### src/rtl/idx_pkg.sv
package idx_pkg;
  typedef enum logic [2:0] {
    M_SHORT, M_AUTO, M_OFS9, M_OFS16, M_IND16, M_ACC, M_IND_D
  } mode_e;

  typedef enum logic [1:0] {ST_IDLE, ST_READ, ST_FIN} seq_e;

  typedef struct packed {
    mode_e      mode;
    logic [1:0] rsel;
    logic       pre;
    logic [1:0] acc;
    logic [1:0] ext_n;
    logic       xcyc;
    logic       rd;
    logic       wide;
  } dec_t;
endpackage

### src/rtl/idx_decode.sv
module idx_decode
  import idx_pkg::*;
(
  input  logic [7:0] pb,
  input  logic       restricted,
  output dec_t       dec,
  output logic       illegal
);
  always_comb begin
    dec      = '0;
    dec.mode = M_SHORT;
    dec.rsel = pb[7:6];
    dec.pre  = ~pb[4];
    dec.acc  = pb[1:0];
    if (!pb[5]) begin
      dec.mode = M_SHORT;
    end else if (pb[7:6] != 2'b11) begin
      dec.mode = M_AUTO;
    end else begin
      dec.rsel = pb[4:3];
      if (pb[2:0] == 3'b011) begin
        dec.mode  = M_IND16;
        dec.ext_n = 2'd2;
        dec.xcyc  = 1'b1;
        dec.rd    = 1'b1;
        dec.wide  = 1'b1;
      end else if (!pb[2]) begin
        if (pb[1]) begin
          dec.mode  = M_OFS16;
          dec.ext_n = 2'd2;
          dec.xcyc  = 1'b1;
          dec.wide  = 1'b1;
        end else begin
          dec.mode  = M_OFS9;
          dec.ext_n = 2'd1;
        end
      end else if (pb[1:0] == 2'b11) begin
        dec.mode = M_IND_D;
        dec.xcyc = 1'b1;
        dec.rd   = 1'b1;
      end else begin
        dec.mode = M_ACC;
      end
    end
    illegal = restricted & (dec.rd | dec.wide);
  end
endmodule

### src/rtl/idx_agen.sv
module idx_agen
  import idx_pkg::*;
#(
  parameter int BW = 8,
  localparam int AW = 2 * BW
) (
  input  dec_t          dec,
  input  logic [7:0]    pb,
  input  logic [BW-1:0] ext0,
  input  logic [BW-1:0] ext1,
  input  logic [AW-1:0] reg_x,
  input  logic [AW-1:0] reg_y,
  input  logic [AW-1:0] reg_sp,
  input  logic [AW-1:0] reg_pc,
  input  logic [BW-1:0] acc_a,
  input  logic [BW-1:0] acc_b,
  output logic [AW-1:0] addr,
  output logic [AW-1:0] wb_val
);
  localparam int NREG = 4;

  logic [NREG-1:0][AW-1:0] bank;
  logic [AW-1:0] base, off, acc_off, adj;

  assign bank[0] = reg_x;
  assign bank[1] = reg_y;
  assign bank[2] = reg_sp;
  assign bank[3] = reg_pc;
  assign base    = bank[dec.rsel];

  always_comb begin
    case (dec.acc)
      2'd0:    acc_off = {{BW{1'b0}}, acc_a};
      2'd1:    acc_off = {{BW{1'b0}}, acc_b};
      default: acc_off = {acc_a, acc_b};
    endcase
  end

  always_comb begin
    case (dec.mode)
      M_SHORT: off = {{(AW-5){pb[4]}}, pb[4:0]};
      M_AUTO:  off = pb[3] ? {{(AW-4){1'b1}}, pb[3:0]}
                           : AW'(pb[2:0]) + AW'(1);
      M_OFS9:  off = {{(AW-BW-1){pb[0]}}, pb[0], ext0};
      M_OFS16, M_IND16: off = {ext0, ext1};
      default: off = acc_off;
    endcase
  end

  assign adj    = base + off;
  assign wb_val = adj;
  assign addr   = (dec.mode == M_AUTO && !dec.pre) ? base : adj;
endmodule

### src/rtl/idx_seq.sv
module idx_seq
  import idx_pkg::*;
(
  input  logic clk,
  input  logic rst_n,
  input  logic start,
  input  logic need_read,
  input  logic mem_valid,
  output logic accept,
  output logic ptr_load,
  output logic mem_req,
  output logic done
);
  seq_e st_q, st_d;

  assign accept   = start & (st_q != ST_READ);
  assign ptr_load = (st_q == ST_READ) & mem_valid;
  assign mem_req  = (st_q == ST_READ);
  assign done     = (st_q == ST_FIN);

  always_comb begin
    st_d = st_q;
    case (st_q)
      ST_READ: if (mem_valid) st_d = ST_FIN;
      default: begin
        if (accept) st_d = need_read ? ST_READ : ST_FIN;
        else        st_d = ST_IDLE;
      end
    endcase
  end

  always_ff @(posedge clk or negedge rst_n) begin
    if (!rst_n) st_q <= ST_IDLE;
    else        st_q <= st_d;
  end

  // request held until a reply arrives
  a_r8_req_hold: assert property (@(posedge clk) disable iff (!rst_n)
    mem_req && !mem_valid |=> mem_req);
  // completion one cycle after the reply
  a_r8_done_after_valid: assert property (@(posedge clk) disable iff (!rst_n)
    mem_req && mem_valid |=> done && !mem_req);
endmodule

### src/rtl/idx_addr_gen.sv
module idx_addr_gen
  import idx_pkg::*;
#(
  parameter int BW = 8,
  localparam int AW = 2 * BW
) (
  input  logic          clk,
  input  logic          rst_n,
  input  logic          start,
  input  logic [7:0]    postbyte,
  input  logic [BW-1:0] ext0,
  input  logic [BW-1:0] ext1,
  input  logic          restricted,
  input  logic [AW-1:0] reg_x,
  input  logic [AW-1:0] reg_y,
  input  logic [AW-1:0] reg_sp,
  input  logic [AW-1:0] reg_pc,
  input  logic [BW-1:0] acc_a,
  input  logic [BW-1:0] acc_b,
  output logic          mem_req,
  output logic [AW-1:0] mem_addr,
  input  logic          mem_valid,
  input  logic [AW-1:0] mem_rdata,
  output logic          done,
  output logic [AW-1:0] eff_addr,
  output logic          illegal,
  output logic          wb_en,
  output logic [1:0]    wb_sel,
  output logic [AW-1:0] wb_val,
  output logic [1:0]    ext_used,
  output logic          extra_cycle
);
  dec_t          dec;
  logic          ill_c, accept, ptr_load;
  logic [AW-1:0] addr_c, wbv_c;

  logic [AW-1:0] ea_q, ea_d, wbv_q, wbv_d;
  logic          ill_q, ill_d, wbe_q, wbe_d, xc_q, xc_d;
  logic [1:0]    sel_q, sel_d, ext_q, ext_d;

  idx_decode u_dec (
    .pb(postbyte), .restricted(restricted), .dec(dec), .illegal(ill_c)
  );

  idx_agen #(.BW(BW)) u_agen (
    .dec(dec), .pb(postbyte), .ext0(ext0), .ext1(ext1),
    .reg_x(reg_x), .reg_y(reg_y), .reg_sp(reg_sp), .reg_pc(reg_pc),
    .acc_a(acc_a), .acc_b(acc_b), .addr(addr_c), .wb_val(wbv_c)
  );

  idx_seq u_seq (
    .clk(clk), .rst_n(rst_n), .start(start),
    .need_read(dec.rd & ~ill_c), .mem_valid(mem_valid),
    .accept(accept), .ptr_load(ptr_load), .mem_req(mem_req), .done(done)
  );

  always_comb begin
    ea_d  = ea_q;
    wbv_d = wbv_q;
    ill_d = ill_q;
    wbe_d = wbe_q;
    xc_d  = xc_q;
    sel_d = sel_q;
    ext_d = ext_q;
    if (accept) begin
      ea_d  = ill_c ? '0 : addr_c;
      wbv_d = wbv_c;
      ill_d = ill_c;
      wbe_d = (dec.mode == M_AUTO) & ~ill_c;
      sel_d = dec.rsel;
      ext_d = dec.ext_n;
      xc_d  = dec.xcyc;
    end else if (ptr_load) begin
      ea_d = mem_rdata;
    end
  end

  always_ff @(posedge clk or negedge rst_n) begin
    if (!rst_n) begin
      ea_q  <= '0;
      wbv_q <= '0;
      ill_q <= 1'b0;
      wbe_q <= 1'b0;
      xc_q  <= 1'b0;
      sel_q <= '0;
      ext_q <= '0;
    end else begin
      ea_q  <= ea_d;
      wbv_q <= wbv_d;
      ill_q <= ill_d;
      wbe_q <= wbe_d;
      xc_q  <= xc_d;
      sel_q <= sel_d;
      ext_q <= ext_d;
    end
  end

  assign eff_addr    = ea_q;
  assign mem_addr    = ea_q;
  assign illegal     = ill_q;
  assign wb_en       = wbe_q;
  assign wb_sel      = sel_q;
  assign wb_val      = wbv_q;
  assign ext_used    = ext_q;
  assign extra_cycle = xc_q;

  // address stable while waiting
  a_r8_addr_stable: assert property (@(posedge clk) disable iff (!rst_n)
    mem_req && !mem_valid |=> $stable(mem_addr));
  // rejected modes never update a register
  a_r9_no_wb: assert property (@(posedge clk) disable iff (!rst_n)
    done && illegal |-> !wb_en);
  // auto-adjust never consumes extension bytes or extra cycles
  a_r2_wb_short: assert property (@(posedge clk) disable iff (!rst_n)
    done && wb_en |-> ext_used == 2'd0 && !extra_cycle);
  // an accepted start yields a result or a request next cycle
  a_r1_latency: assert property (@(posedge clk) disable iff (!rst_n)
    start && !mem_req |=> done || mem_req);
  // an illegal result never came from a memory read
  a_r9_no_req: assert property (@(posedge clk) disable iff (!rst_n)
    mem_req |-> !illegal);
endmodule

### config.mk
export PLATFORM = sky130hd
export DESIGN_NAME = idx_addr_gen
export DESIGN_NICKNAME = d
export VERILOG_FILES = /design/src/rtl/idx_pkg.sv /design/src/rtl/idx_decode.sv /design/src/rtl/idx_agen.sv /design/src/rtl/idx_seq.sv /design/src/rtl/idx_addr_gen.sv
export SDC_FILE = /design/constraint.sdc
export NUM_CORES = 1
export LEC_CHECK = 0
export CORE_UTILIZATION = 39
export CTS_BUF_LIST = sky130_fd_sc_hd__clkbuf_4
export DETAILED_ROUTE_END_ITERATION = 8
export PLACE_DENSITY_LB_ADDON = 0.1
export SKIP_CTS_REPAIR_TIMING = 1
export SLEW_MARGIN = 20
export SYNTH_ARGS = -nofsm -noshare
export SYNTH_HDL_FRONTEND = slang
export SYNTH_SLANG_ARGS = --single-unit
### constraint.sdc
create_clock -name clk -period 1.4 [get_ports clk]
set_input_delay 0.35 -clock clk [delete_from_list [all_inputs] [get_ports clk]]
set_output_delay 0.35 -clock clk [all_outputs]
set_load 0.05 [all_outputs]
==> summary.txt <==
Floorplan
  • Die Width: 102 um
  • # IOs: 182
  • DIE AREA: 0.0105 sq mm
  • Core area: 0.00977 sq mm
  • Starting Density: 40.3%
  • Row cnt: 36
  • Die Height: 102 um

Timing
  • Final setup viols: 35
  • Max-slew violation count: 0
  • Smallest setup slack after layout: -1920 ps
  • Worst-Margin Slew: 410 ps
  • RSZ-0062 raised after global routing: true
  • Hold WS: 326 ps
  • F_max: 0.301 GHz
  • Relative slew slack: 72.4%
  • Final Skew: 22.3 ps
  • Final period util: 237%
  • Final hold vios: 0
  • Tmin final: 3320 ps

GRT
  • Largest net degree at the start of global routing: 42
  • Global-route wire length before repair: 22800 um
  • Initial antenna violation count: 0
  • Gr usage total: 28.2%
  • Vias in the first global route: 4640
  • Total gr overflow: 0

Clock network
  • Worst-Skew Late Latency: 370 ps
  • Reg clk slew, reported paths: 150 ps
  • Htree depth: 2
  • Clk buf depth: 2
  • Clock sink total: 41
  • CTS Root Cell: clkbuf_4
  • CTS tree: built
  • CTS Buf Count: 5

Job
  • Max-cap violations: 0

Setup path
  • Crit Path Category: in2reg
  • Critical path arrival: 3580 ps
  • Startpoint types: input port
  • CP max stage delay: 280 ps
  • Crit end category: register
  • Crit-path max FO: 5
  • Critical path's slowest cell: a221oi_2
  • Req. time, crit path: 1650 ps
  • Crit path cell chain: buf_8, ha_4, inv_4, ha_4, nand2b_4, nor4_4, nand2_1, a21boi_4, nor3_4, a21oi_2, a21oi_2, ha_1, a21o_1, a31oi_1, o21a_1, o21ai_2, a221oi_2, xor2_1, o31ai_1

Synth
  • Largest family of logic cells by synthesized area: compound AO/OA/AOI/OAI gates
  • Post-synthesis cell area: 0.00394 sq mm
  • Yosys cell types: 66
  • Synthesized area per cell: 8.81 sq um
  • Mux cell area share after synthesis: 13.5%
  • Synthesized Nets: 594
  • Synth Warn #: 0
  • Mapped Cells: 447
  • Synth Area in Compound Gates: 27.0%
  • Flops & latches, synth: 41
  • Xor/xnor cell area share of the yosys netlist: 3.12%
  • Synth top area cells: dfrtp_1 (26%), mux4_2 (8.6%), ha_1 (6.7%), nand2_1 (6.2%), a21oi_1 (4.2%)
  • Adder-cell share of the synthesized area: 7.18%
  • Number of synthesized flops with an enable pin: 0
  • Post-synth top area share: 26.1%
  • Async set-or-reset flop fraction in the synthesized netlist: 100%
  • Yosys top cell by area: dfrtp_1
  • Main flop type after synthesis: dfrtp_1
  • Simple-Gate Fraction of Synth Area: 16.3%
  • Fraction of the yosys area taken by sequential cells: 26.1%

Placed design
  • Port bufs: 181
  • DP Wirelength: 12700 um
  • Placed insts: 846
  • Post-Place Cell Area: 0.00734 sq mm
  • GPL Wtd Cong: 0.941

Layout
  • Post-route insts no fill: 867
  • Most common cell after layout, fill and taps aside: clkdlybuf4s50_1
  • Layout cells sized above 1: 44.3%
  • Area Overhead vs Synth: 104%
  • Nets: 881
  • Final core utilization: 82.1%
  • Fill count: 577
  • Most frequent cells in the layout: clkdlybuf4s50_1 (116), buf_4 (115), buf_12 (63), nand2_1 (51), dfrtp_1 (35)
  • Antenna cell count: 0
  • Design Area, Final: 0.00803 sq mm

Drt
  • Final WL: 16100 um
  • DR pass1 iterations: 5
  • Detail Route Antenna Nets: 0
  • DR vias/cell: 5.60
  • Post-DR wirelength/cell: 18.5 um
  • Initial DRC count: 256
  • DR DRC count: 0
  • Vias: 4851

Pwr
  • LEAKAGE: 3.52 nW
  • PD cells: 1200 mW/mm^2
  • VDD IR max: 0.000655 V

Min path
  • Worst hold path type: in2reg

Outcome
  • Failing checks: setup timing
  • Status: finished, violations left
==> Yosys cell counts, types with 6 or more instances <==
cell type and number:
o22ai_1 6, o21a_1 9, o21ai_1 10, nand2_1 65, a21o_1 8, nor2_1 31
xnor2_1 9, mux4_2 15, dfrtp_1 41, a31oi_1 10, inv_1 9, ha_1 21
a221oi_1 10, mux2i_1 15, clkbuf_1 12, o21ai_0 23, nand2b_1 7, a21oi_1 33
buf_4 18, buf_2 6
==> routing by layer <==
metal	GRT usage, %	wire length, um
met5	0	0
met4	8.79	337
met3	4.92	1250
met2	47.5	7930
met1	36.8	6550
==> stage by stage <==
step	power, mW	setup WS (ps)	setup TNS [ps]
finish	9.63	-1920	-50300
CTS	9.02	-2320	-64850
global placement	8.15	-2710	-78520
floorplan	4.95	-1930	-49510
detailed placement	8.25	-2700	-79580
global route	10.0	-2110	-54330
==> kinds of logic after synthesis <==
| kind of cell | after synthesis |
|---|---|
| flops | 41 |
| fa+ha+maj | 22 |
| buf+inv | 48 |
| xor+xnor | 14 |
| compound gates | 151 |
| simple gates | 137 |
| mux | 34 |
==> flip-flops by register name (all words and copies together) (netlist names) <==
name         flops
illegal          1
wb_en            1
wb_val          16
ext_used         2
wb_sel           2
eff_addr        16
extra_cycle      1
u_seq.st_q       2
==> path summary, 6_finish.rpt <==
kind                                                 from  slack, ps  cells past startpoint                   endpoint
min in group asynchronous                           rst_n        480                      3  u_seq.st_q[1]$_DFFE_PN0P_
worst min register to register      wb_sel[0]$_DFFE_PN0P_        550                      2      wb_sel[0]$_DFFE_PN0P_
worst max-delay path                          postbyte[1]      -1920                     19   eff_addr[15]$_DFFE_PN0P_
max in group asynchronous                           rst_n        680                      3   eff_addr[11]$_DFFE_PN0P_
worst max register to register  u_seq.st_q[0]$_DFFE_PN0P_       -350                      7   eff_addr[13]$_DFFE_PN0P_
worst min-delay path                          postbyte[1]        330                      3    ext_used[0]$_DFFE_PN0P_
==> cell type report <==
cell class                 instances  area, sq um  share of cell area, %
clock buffer                       5         37.5                  0.468
sequential                        41         1030                   12.9
clock inverter                     2         35.0                  0.436
tap                              133          166                   2.07
inverter                           9         38.8                  0.483
timing repair buffer             319         3590                   44.7
multi-input combinational        358         3130                   39.0
==> worst max-delay path, delay by kind of cell <==
family / cells / cell delay (ps)
AOI/OAI and AO/OA: 9 / 1590
xor gates and xnor gates: 1 / 120
adders and majority gates: 3 / 630
buffers and inverters: 2 / 150
and+or+nand+nor: 4 / 740
==> where the power goes <==
group	switching, mW	internal, mW	total, mW
logic	3.37	3.52	6.89
clock network	0.416	0.364	0.780
registers	0.460	1.50	1.96
total	4.25	5.39	9.63
Power figures use the tool's default switching activity.
